## src/rtl/i2cs_pkg.sv

```systemverilog
package i2cs_pkg;

    typedef enum logic [1:0] {
        ST_OFF = 2'd0,
        ST_ON  = 2'd1,
        ST_RST = 2'd2
    } ctl_state_e;

    typedef enum logic [2:0] {
        A_PARAM = 3'd0,
        A_CTRL  = 3'd1,
        A_STAT  = 3'd2,
        A_IEN   = 3'd3,
        A_FCTRL = 3'd4,
        A_FSTAT = 3'd5
    } reg_addr_e;

    localparam int B_TXREQ   = 0;
    localparam int B_RXRDY   = 1;
    localparam int B_MBUSY   = 24;
    localparam int B_BBUSY   = 25;
    localparam int B_CEN     = 0;
    localparam int B_SRST    = 1;
    localparam int B_TXFL    = 8;
    localparam int B_RXFL    = 9;
    localparam int RXWM_LSB  = 16;
    localparam int RXCNT_LSB = 16;

    localparam int NUM_EVT = 3;
    // event order: stop, nack, arbitration lost
    localparam int EVT_BIT [NUM_EVT] = '{9, 10, 11};

    localparam logic [31:0] IEN_MASK = 32'h0000_0E03;

endpackage

```

## src/rtl/i2cs_wm_cmp.sv

```systemverilog
module i2cs_wm_cmp #(
    parameter int  CW    = 3,
    parameter int  WMW   = 2,
    parameter bit  ABOVE = 1'b0
) (
    input  logic [CW-1:0]  level_i,
    input  logic [WMW-1:0] mark_i,
    output logic           flag_o
);
    logic [CW-1:0] mark_x;
    assign mark_x = CW'(mark_i);

    generate
        if (ABOVE) begin : g_above
            assign flag_o = (level_i > mark_x);
        end else begin : g_at_or_below
            assign flag_o = (level_i <= mark_x);
        end
    endgenerate
endmodule

```

## src/rtl/i2cs_evt_flag.sv

```systemverilog
module i2cs_evt_flag (
    input  logic clk,
    input  logic rst_n,
    input  logic set_i,
    input  logic w1c_i,
    input  logic clr_i,
    output logic flag_o
);
    always_ff @(posedge clk or negedge rst_n) begin
        if (!rst_n)      flag_o <= 1'b0;
        else if (clr_i)  flag_o <= 1'b0;
        else if (set_i)  flag_o <= 1'b1;
        else if (w1c_i)  flag_o <= 1'b0;
    end

    // a pulse not overridden by software reset sets the flag
    p_set_r5: assert property (@(posedge clk) disable iff (!rst_n)
        set_i && !clr_i |=> flag_o);

    // a set flag stays set unless cleared
    p_hold_r6: assert property (@(posedge clk) disable iff (!rst_n)
        flag_o && !w1c_i && !clr_i |=> flag_o);

    // a flag only drops after a clearing request
    p_clear_r6: assert property (@(posedge clk) disable iff (!rst_n)
        $fell(flag_o) |-> $past(w1c_i || clr_i));
endmodule

```

## src/rtl/i2cs_ctrl_fsm.sv

```systemverilog
module i2cs_ctrl_fsm
    import i2cs_pkg::*;
(
    input  logic       clk,
    input  logic       rst_n,
    input  logic       ctrl_we,
    input  logic       en_bit,
    input  logic       srst_bit,
    output logic       core_en,
    output logic       srst_active
);
    ctl_state_e state_q, state_d;

    always_ff @(posedge clk or negedge rst_n) begin
        if (!rst_n) state_q <= ST_OFF;
        else        state_q <= state_d;
    end

    always_comb begin
        state_d = state_q;
        unique case (state_q)
            ST_OFF: begin
                if (ctrl_we && srst_bit)    state_d = ST_RST;
                else if (ctrl_we && en_bit) state_d = ST_ON;
            end
            ST_ON: begin
                if (ctrl_we && srst_bit)     state_d = ST_RST;
                else if (ctrl_we && !en_bit) state_d = ST_OFF;
            end
            ST_RST:  state_d = ST_OFF;
            default: state_d = ST_OFF;
        endcase
    end

    always_comb begin
        core_en     = 1'b0;
        srst_active = 1'b0;
        unique case (state_q)
            ST_ON:   core_en     = 1'b1;
            ST_RST:  srst_active = 1'b1;
            default: ;
        endcase
    end

    // reset state lasts one cycle and returns to ST_OFF
    p_rst_exit_r10: assert property (@(posedge clk) disable iff (!rst_n)
        state_q == ST_RST |=> state_q == ST_OFF);

    // a reset write always enters ST_RST
    p_rst_enter_r10: assert property (@(posedge clk) disable iff (!rst_n)
        ctrl_we && srst_bit |=> srst_active);

    // the core turns on only after an enabling control write
    p_core_on_r9: assert property (@(posedge clk) disable iff (!rst_n)
        $rose(core_en) |-> $past(ctrl_we && en_bit && !srst_bit));
endmodule

```

## src/rtl/i2cs_status_unit.sv

```systemverilog
module i2cs_status_unit
    import i2cs_pkg::*;
#(
    parameter int TX_LOG2 = 2,
    parameter int RX_LOG2 = 2
) (
    input  logic               clk,
    input  logic               rst_n,
    input  logic               wr_en,
    input  logic [2:0]         addr,
    input  logic [31:0]        wr_data,
    output logic [31:0]        rd_data,
    input  logic [TX_LOG2:0]   tx_level,
    input  logic [RX_LOG2:0]   rx_level,
    input  logic               ev_stop,
    input  logic               ev_nack,
    input  logic               ev_arb_lost,
    input  logic               mst_busy,
    input  logic               bus_busy,
    output logic               core_en,
    output logic               tx_flush,
    output logic               rx_flush,
    output logic               irq
);
    localparam int TX_CW  = TX_LOG2 + 1;
    localparam int RX_CW  = RX_LOG2 + 1;
    localparam int TX_WMW = TX_LOG2;
    localparam int RX_WMW = RX_LOG2;

    logic               srst_active;
    logic               wr_ok, ctrl_we, sw_clr;
    logic [31:0]        ien_q;
    logic [TX_WMW-1:0]  tx_wm_q;
    logic [RX_WMW-1:0]  rx_wm_q;
    logic               tx_fl_q, rx_fl_q;
    logic               tx_req, rx_rdy;
    logic [NUM_EVT-1:0] ev_in, ev_flag;
    logic [31:0]        status_w;

    assign wr_ok   = wr_en && !srst_active;
    assign ctrl_we = wr_ok && (addr == A_CTRL);
    assign sw_clr  = ctrl_we && wr_data[B_SRST];

    i2cs_ctrl_fsm u_fsm (
        .clk         (clk),
        .rst_n       (rst_n),
        .ctrl_we     (ctrl_we),
        .en_bit      (wr_data[B_CEN]),
        .srst_bit    (wr_data[B_SRST]),
        .core_en     (core_en),
        .srst_active (srst_active)
    );

    always_ff @(posedge clk or negedge rst_n) begin
        if (!rst_n) begin
            ien_q   <= '0;
            tx_wm_q <= '0;
            rx_wm_q <= '0;
        end else if (sw_clr) begin
            ien_q   <= '0;
            tx_wm_q <= '0;
            rx_wm_q <= '0;
        end else if (wr_ok) begin
            if (addr == A_IEN) ien_q <= wr_data & IEN_MASK;
            if (addr == A_FCTRL) begin
                tx_wm_q <= wr_data[TX_WMW-1:0];
                rx_wm_q <= wr_data[RXWM_LSB +: RX_WMW];
            end
        end
    end

    always_ff @(posedge clk or negedge rst_n) begin
        if (!rst_n) begin
            tx_fl_q <= 1'b0;
            rx_fl_q <= 1'b0;
        end else begin
            tx_fl_q <= ctrl_we && wr_data[B_TXFL];
            rx_fl_q <= ctrl_we && wr_data[B_RXFL];
        end
    end

    assign tx_flush = tx_fl_q || srst_active;
    assign rx_flush = rx_fl_q || srst_active;

    i2cs_wm_cmp #(.CW(TX_CW), .WMW(TX_WMW), .ABOVE(1'b0)) u_tx_cmp (
        .level_i (tx_level),
        .mark_i  (tx_wm_q),
        .flag_o  (tx_req)
    );

    i2cs_wm_cmp #(.CW(RX_CW), .WMW(RX_WMW), .ABOVE(1'b1)) u_rx_cmp (
        .level_i (rx_level),
        .mark_i  (rx_wm_q),
        .flag_o  (rx_rdy)
    );

    assign ev_in = {ev_arb_lost, ev_nack, ev_stop};

    generate
        for (genvar gi = 0; gi < NUM_EVT; gi++) begin : g_evt
            i2cs_evt_flag u_flag (
                .clk    (clk),
                .rst_n  (rst_n),
                .set_i  (ev_in[gi]),
                .w1c_i  (wr_ok && (addr == A_STAT) && wr_data[EVT_BIT[gi]]),
                .clr_i  (sw_clr),
                .flag_o (ev_flag[gi])
            );
        end
    endgenerate

    always_comb begin
        status_w          = '0;
        status_w[B_TXREQ] = tx_req;
        status_w[B_RXRDY] = rx_rdy;
        for (int i = 0; i < NUM_EVT; i++) status_w[EVT_BIT[i]] = ev_flag[i];
        status_w[B_MBUSY] = mst_busy;
        status_w[B_BBUSY] = bus_busy;
    end

    assign irq = |(status_w & ien_q);

    always_comb begin
        rd_data = '0;
        case (addr)
            A_PARAM: begin
                rd_data[3:0]  = 4'(TX_LOG2);
                rd_data[11:8] = 4'(RX_LOG2);
            end
            A_CTRL:  rd_data[B_CEN] = core_en;
            A_STAT:  rd_data = status_w;
            A_IEN:   rd_data = ien_q;
            A_FCTRL: begin
                rd_data[TX_WMW-1:0]          = tx_wm_q;
                rd_data[RXWM_LSB +: RX_WMW]  = rx_wm_q;
            end
            A_FSTAT: begin
                rd_data[7:0]                 = 8'(tx_level);
                rd_data[RXCNT_LSB +: 8]      = 8'(rx_level);
            end
            default: rd_data = '0;
        endcase
    end

    // a transmit flush pulse has a flushing write or reset behind it
    p_txflush_src_r11: assert property (@(posedge clk) disable iff (!rst_n)
        tx_flush |-> (srst_active || $past(ctrl_we && wr_data[B_TXFL])));

    // writes during the reset cycle leave the enables untouched
    p_rst_ignore_r10: assert property (@(posedge clk) disable iff (!rst_n)
        srst_active |=> ien_q == '0);

    // the interrupt needs an enabled status bit
    p_irq_src_r8: assert property (@(posedge clk) disable iff (!rst_n)
        irq |-> (ien_q != '0));
endmodule

```

## config.mk

```make
export PLATFORM = sky130hd
export DESIGN_NAME = i2cs_status_unit
export DESIGN_NICKNAME = d
export VERILOG_FILES = /design/src/rtl/i2cs_pkg.sv /design/src/rtl/i2cs_wm_cmp.sv /design/src/rtl/i2cs_evt_flag.sv /design/src/rtl/i2cs_ctrl_fsm.sv /design/src/rtl/i2cs_status_unit.sv
export SDC_FILE = /design/constraint.sdc
export NUM_CORES = 1
export LEC_CHECK = 0
export ABC_AREA = 1
export BUFFER_PORTS_ARGS = -buffer_cell sky130_fd_sc_hd__buf_4
export CORE_MARGIN = 2
export CORE_UTILIZATION = 41
export CTS_CLUSTER_SIZE = 14
export DETAILED_ROUTE_END_ITERATION = 10
export HOLD_SLACK_MARGIN = 0.08
export PLACE_DENSITY_LB_ADDON = 0.05
export SETUP_SLACK_MARGIN = 0.05
export SKIP_CTS_REPAIR_TIMING = 1
export SLEW_MARGIN = 20
export SYNTH_ARGS = -nofsm -noshare
export SYNTH_HDL_FRONTEND = slang
export SYNTH_SLANG_ARGS = --single-unit
```

## constraint.sdc

```tcl
create_clock -name clk -period 1.47 [get_ports clk]
set_input_delay 0.294 -clock clk [delete_from_list [all_inputs] [get_ports clk]]
set_output_delay 0.294 -clock clk [all_outputs]
set_load 0.03 [all_outputs]
```

==> flow_summary.yaml <==
yosys:
  avgSynthCellArea_um2: 7.07
  syn_inst: 176
  yosys.cell_count.top_type: "nand2_1"
  ys_warn_count: 0
  ys_ff_latch: 16
  synth_edf_count: 0
  synth_top_cell_by_area: "dfrtp_1"
  ys_types: 25
  synth_top_area_share: 0.322
  synth_common_cells: "nand2_1, inv_1, buf_4"
  ys_top_cells_by_area: "dfrtp_1, buf_4, nand2_1, inv_1, nand3_1"
  syn_area_um2: 1240
  async_flop_share: 1.00
  ys.flop_type: "dfrtp_1"
  yosysSeqAreaShare: 0.322
cts:
  clk_latency_ps: 280
  path_clk_slew_ps: 100
  cts.root.buffer_cell: "clkbuf_4"
  clock_path_buffers: 2
  cts_buffers: 3
  cts_htree_levels: 1
  cts_sinks: 16
  cts_tree: "built"
sta:
  rsz0062_at_grt: "yes"
  max_freq_mhz: 532
  maxSlewViolCount: 0
  setup_viol: 3
  finalHoldViolCount: 0
  fin_crit_sh: 1.28
  finClkSkew_ps: 6.49
  min_period_ps: 1880
  tns_ps: -1120
  timing.final.ws_setup_ps: -410
finish:
  layout-drive-gt1-share: 0.413
  area_delta_synth_final_pct: 41.2
  final_nets: 284
  fin_util: 0.621
  layoutNonFillerInstCount: 261
  n_antenna_cell: 0
  fill_cells: 251
drt:
  ant_nets: 0
  via_per_inst: 4.67
  drt-total-wl_um: 2950
  drc: 0
  dr.first_iter.drc_count: 32
  dr_total_vias: 1220
  avgRoutedWirePerCell_um: 11.3
  drtPass1Iterations: 4
worst_setup_path:
  worstPathArrival_ps: 1590
  cpMostUsedCell: "inv_2"
  max_stage_delay_ps: 370
  critPathLaunchType: "flip-flop"
  cp_slowest_cell: "dfrtp_1"
  required_ps: 1180
  path_cells: "inv_2, ha_4, inv_2, o21bai_1, a21oi_2, nand2_1, nand3b_1, buf_6"
  crit_type: "flip-flop to output port"
  end_kind: "output port"
  worst-path-max-fanout: 2
placed_design:
  dp_hpwl_um: 2380
  port_buffers: 39
  globalplace.congestion: 0.810
  dp_slack_ps: -138
  dp_cells: 251
global_routing:
  overflow: 0
  grt_max_degree: 17
  grtUsageTotal: 0.174
  grt_pass1_wl_um: 4660
  antenna_found_initial: 0
  grt_pass1_vias: 1155
status:
  violations: "setup timing"
  status: "complete, but fails checks"
power_and_ir_drop:
  leakage_nw: 0.974
  power_density_nw_per_um2: 941
  peakVddDrop_mv: 0.565
floorplanning:
  initial_utilization: 0.440
  ioPinCount: 85
  die-height_um: 59.1
  dieArea_um2: 3490
  die_x_um: 59.1
  coreArea_um2: 2830
  rows: 19
flow_run:
  drv_cap: 0
hold_path:
  hp-class: "input pin to flip-flop"
-- cell usage in the layout (no fill, tap or decap), drive strengths merged --
master | synthesis | routed
conb | 1 | 21
o211ai | 1 | 1
dfrtp | 16 | 16
o22ai | 2 | 2
clkbuf | 0 | 4
nand3b | 1 | 1
a21oi | 6 | 6
o21ai | 13 | 13
a21boi | 1 | 1
nand2 | 43 | 43
nand3 | 14 | 14
ha | 4 | 4
dlygate4sd3 | 0 | 1
inv | 35 | 35
nor2 | 16 | 16
nand4 | 1 | 1
buf | 21 | 50
o21bai | 1 | 1
-- cells by family after synthesis --
logic type	count (synthesis)	share of synthesized area
simple gates	75	0.283
flops	16	0.322
buf+inv	56	0.232
fa+ha+maj	4	0.0402
compound gates	24	0.120
other cells	1	0.00301
-- where the power goes --
group	leakage (nW)	internal, mW	switching, mW	total (mW)
Clock	0.0210	0.151	0.140	0.290
Combinational	0.758	0.329	0.481	0.809
Sequential	0.195	0.509	0.0451	0.554
Total	0.974	0.988	0.666	1.65
-- per-layer routing --
metal	track usage	wire length (um)	vias up
li1	-	-	613
met1	0.216	1280	548
met2	0.313	1450	53
met3	0.0131	164	6
met4	0.0682	51	0
met5	0	0	-
-- worst paths after layout --
kind | from | end | slack (ps) | cells after the start
min reg2reg | ien_q[0] | ien_q[0] | 530 | 2
min | wr_data[8] | tx_fl_q | 220 | 3
max | tx_wm_q[1] | rd_data[0] | -410 | 8
max reg2reg | u_fsm.state_q[1] | ien_q[0] | 130 | 7
min in group asynchronous | rst_n | ien_q[0] | 410 | 2
max in group asynchronous | rst_n | u_fsm.state_q[1] | 860 | 2
-- final cells by class --
cell class / instances / area, um2 / share of cell area
inverters: 35 / 134 / 0.0762
flip-flops and latches: 16 / 402 / 0.228
clock buffers: 4 / 36.3 / 0.0206
repair buffers: 51 / 423 / 0.241
well taps: 31 / 38.8 / 0.0221
multi-input cells: 124 / 724 / 0.412
-- flip-flops by register name, indices dropped and copies added (netlist names) --
| name | flops |
|---|---|
| rx_wm_q | 2 |
| tx_fl_q | 1 |
| tx_wm_q | 2 |
| rx_fl_q | 1 |
| u_fsm.state_q | 2 |
| ien_q | 5 |
| g_evt.u_flag.flag_o | 3 |
-- metrics by stage --
step | hold WS [ps] | total power [mW] | area [um2]
finish | 221 | 1.65 | 1760
global route | 226 | 1.77 | 1760
CTS | -148 | 1.54 | 1630
detailed placement | 166 | 1.25 | 1590
global placement | 163 | 1.22 | 1590
floorplan | -1.59 | 1.05 | 1370
-- critical path: cells and delay by family, from the launching register on --
| kind | cells | cell delay [ps] |
|---|---|---|
| flip-flops | 1 | 370 |
| buffers and inverters | 3 | 250 |
| adder cells (fa/ha/maj) | 1 | 260 |
| AO/OA/AOI/OAI | 2 | 240 |
| AND/OR/NAND/NOR | 2 | 170 |
(Power assumes the default switching activity.)
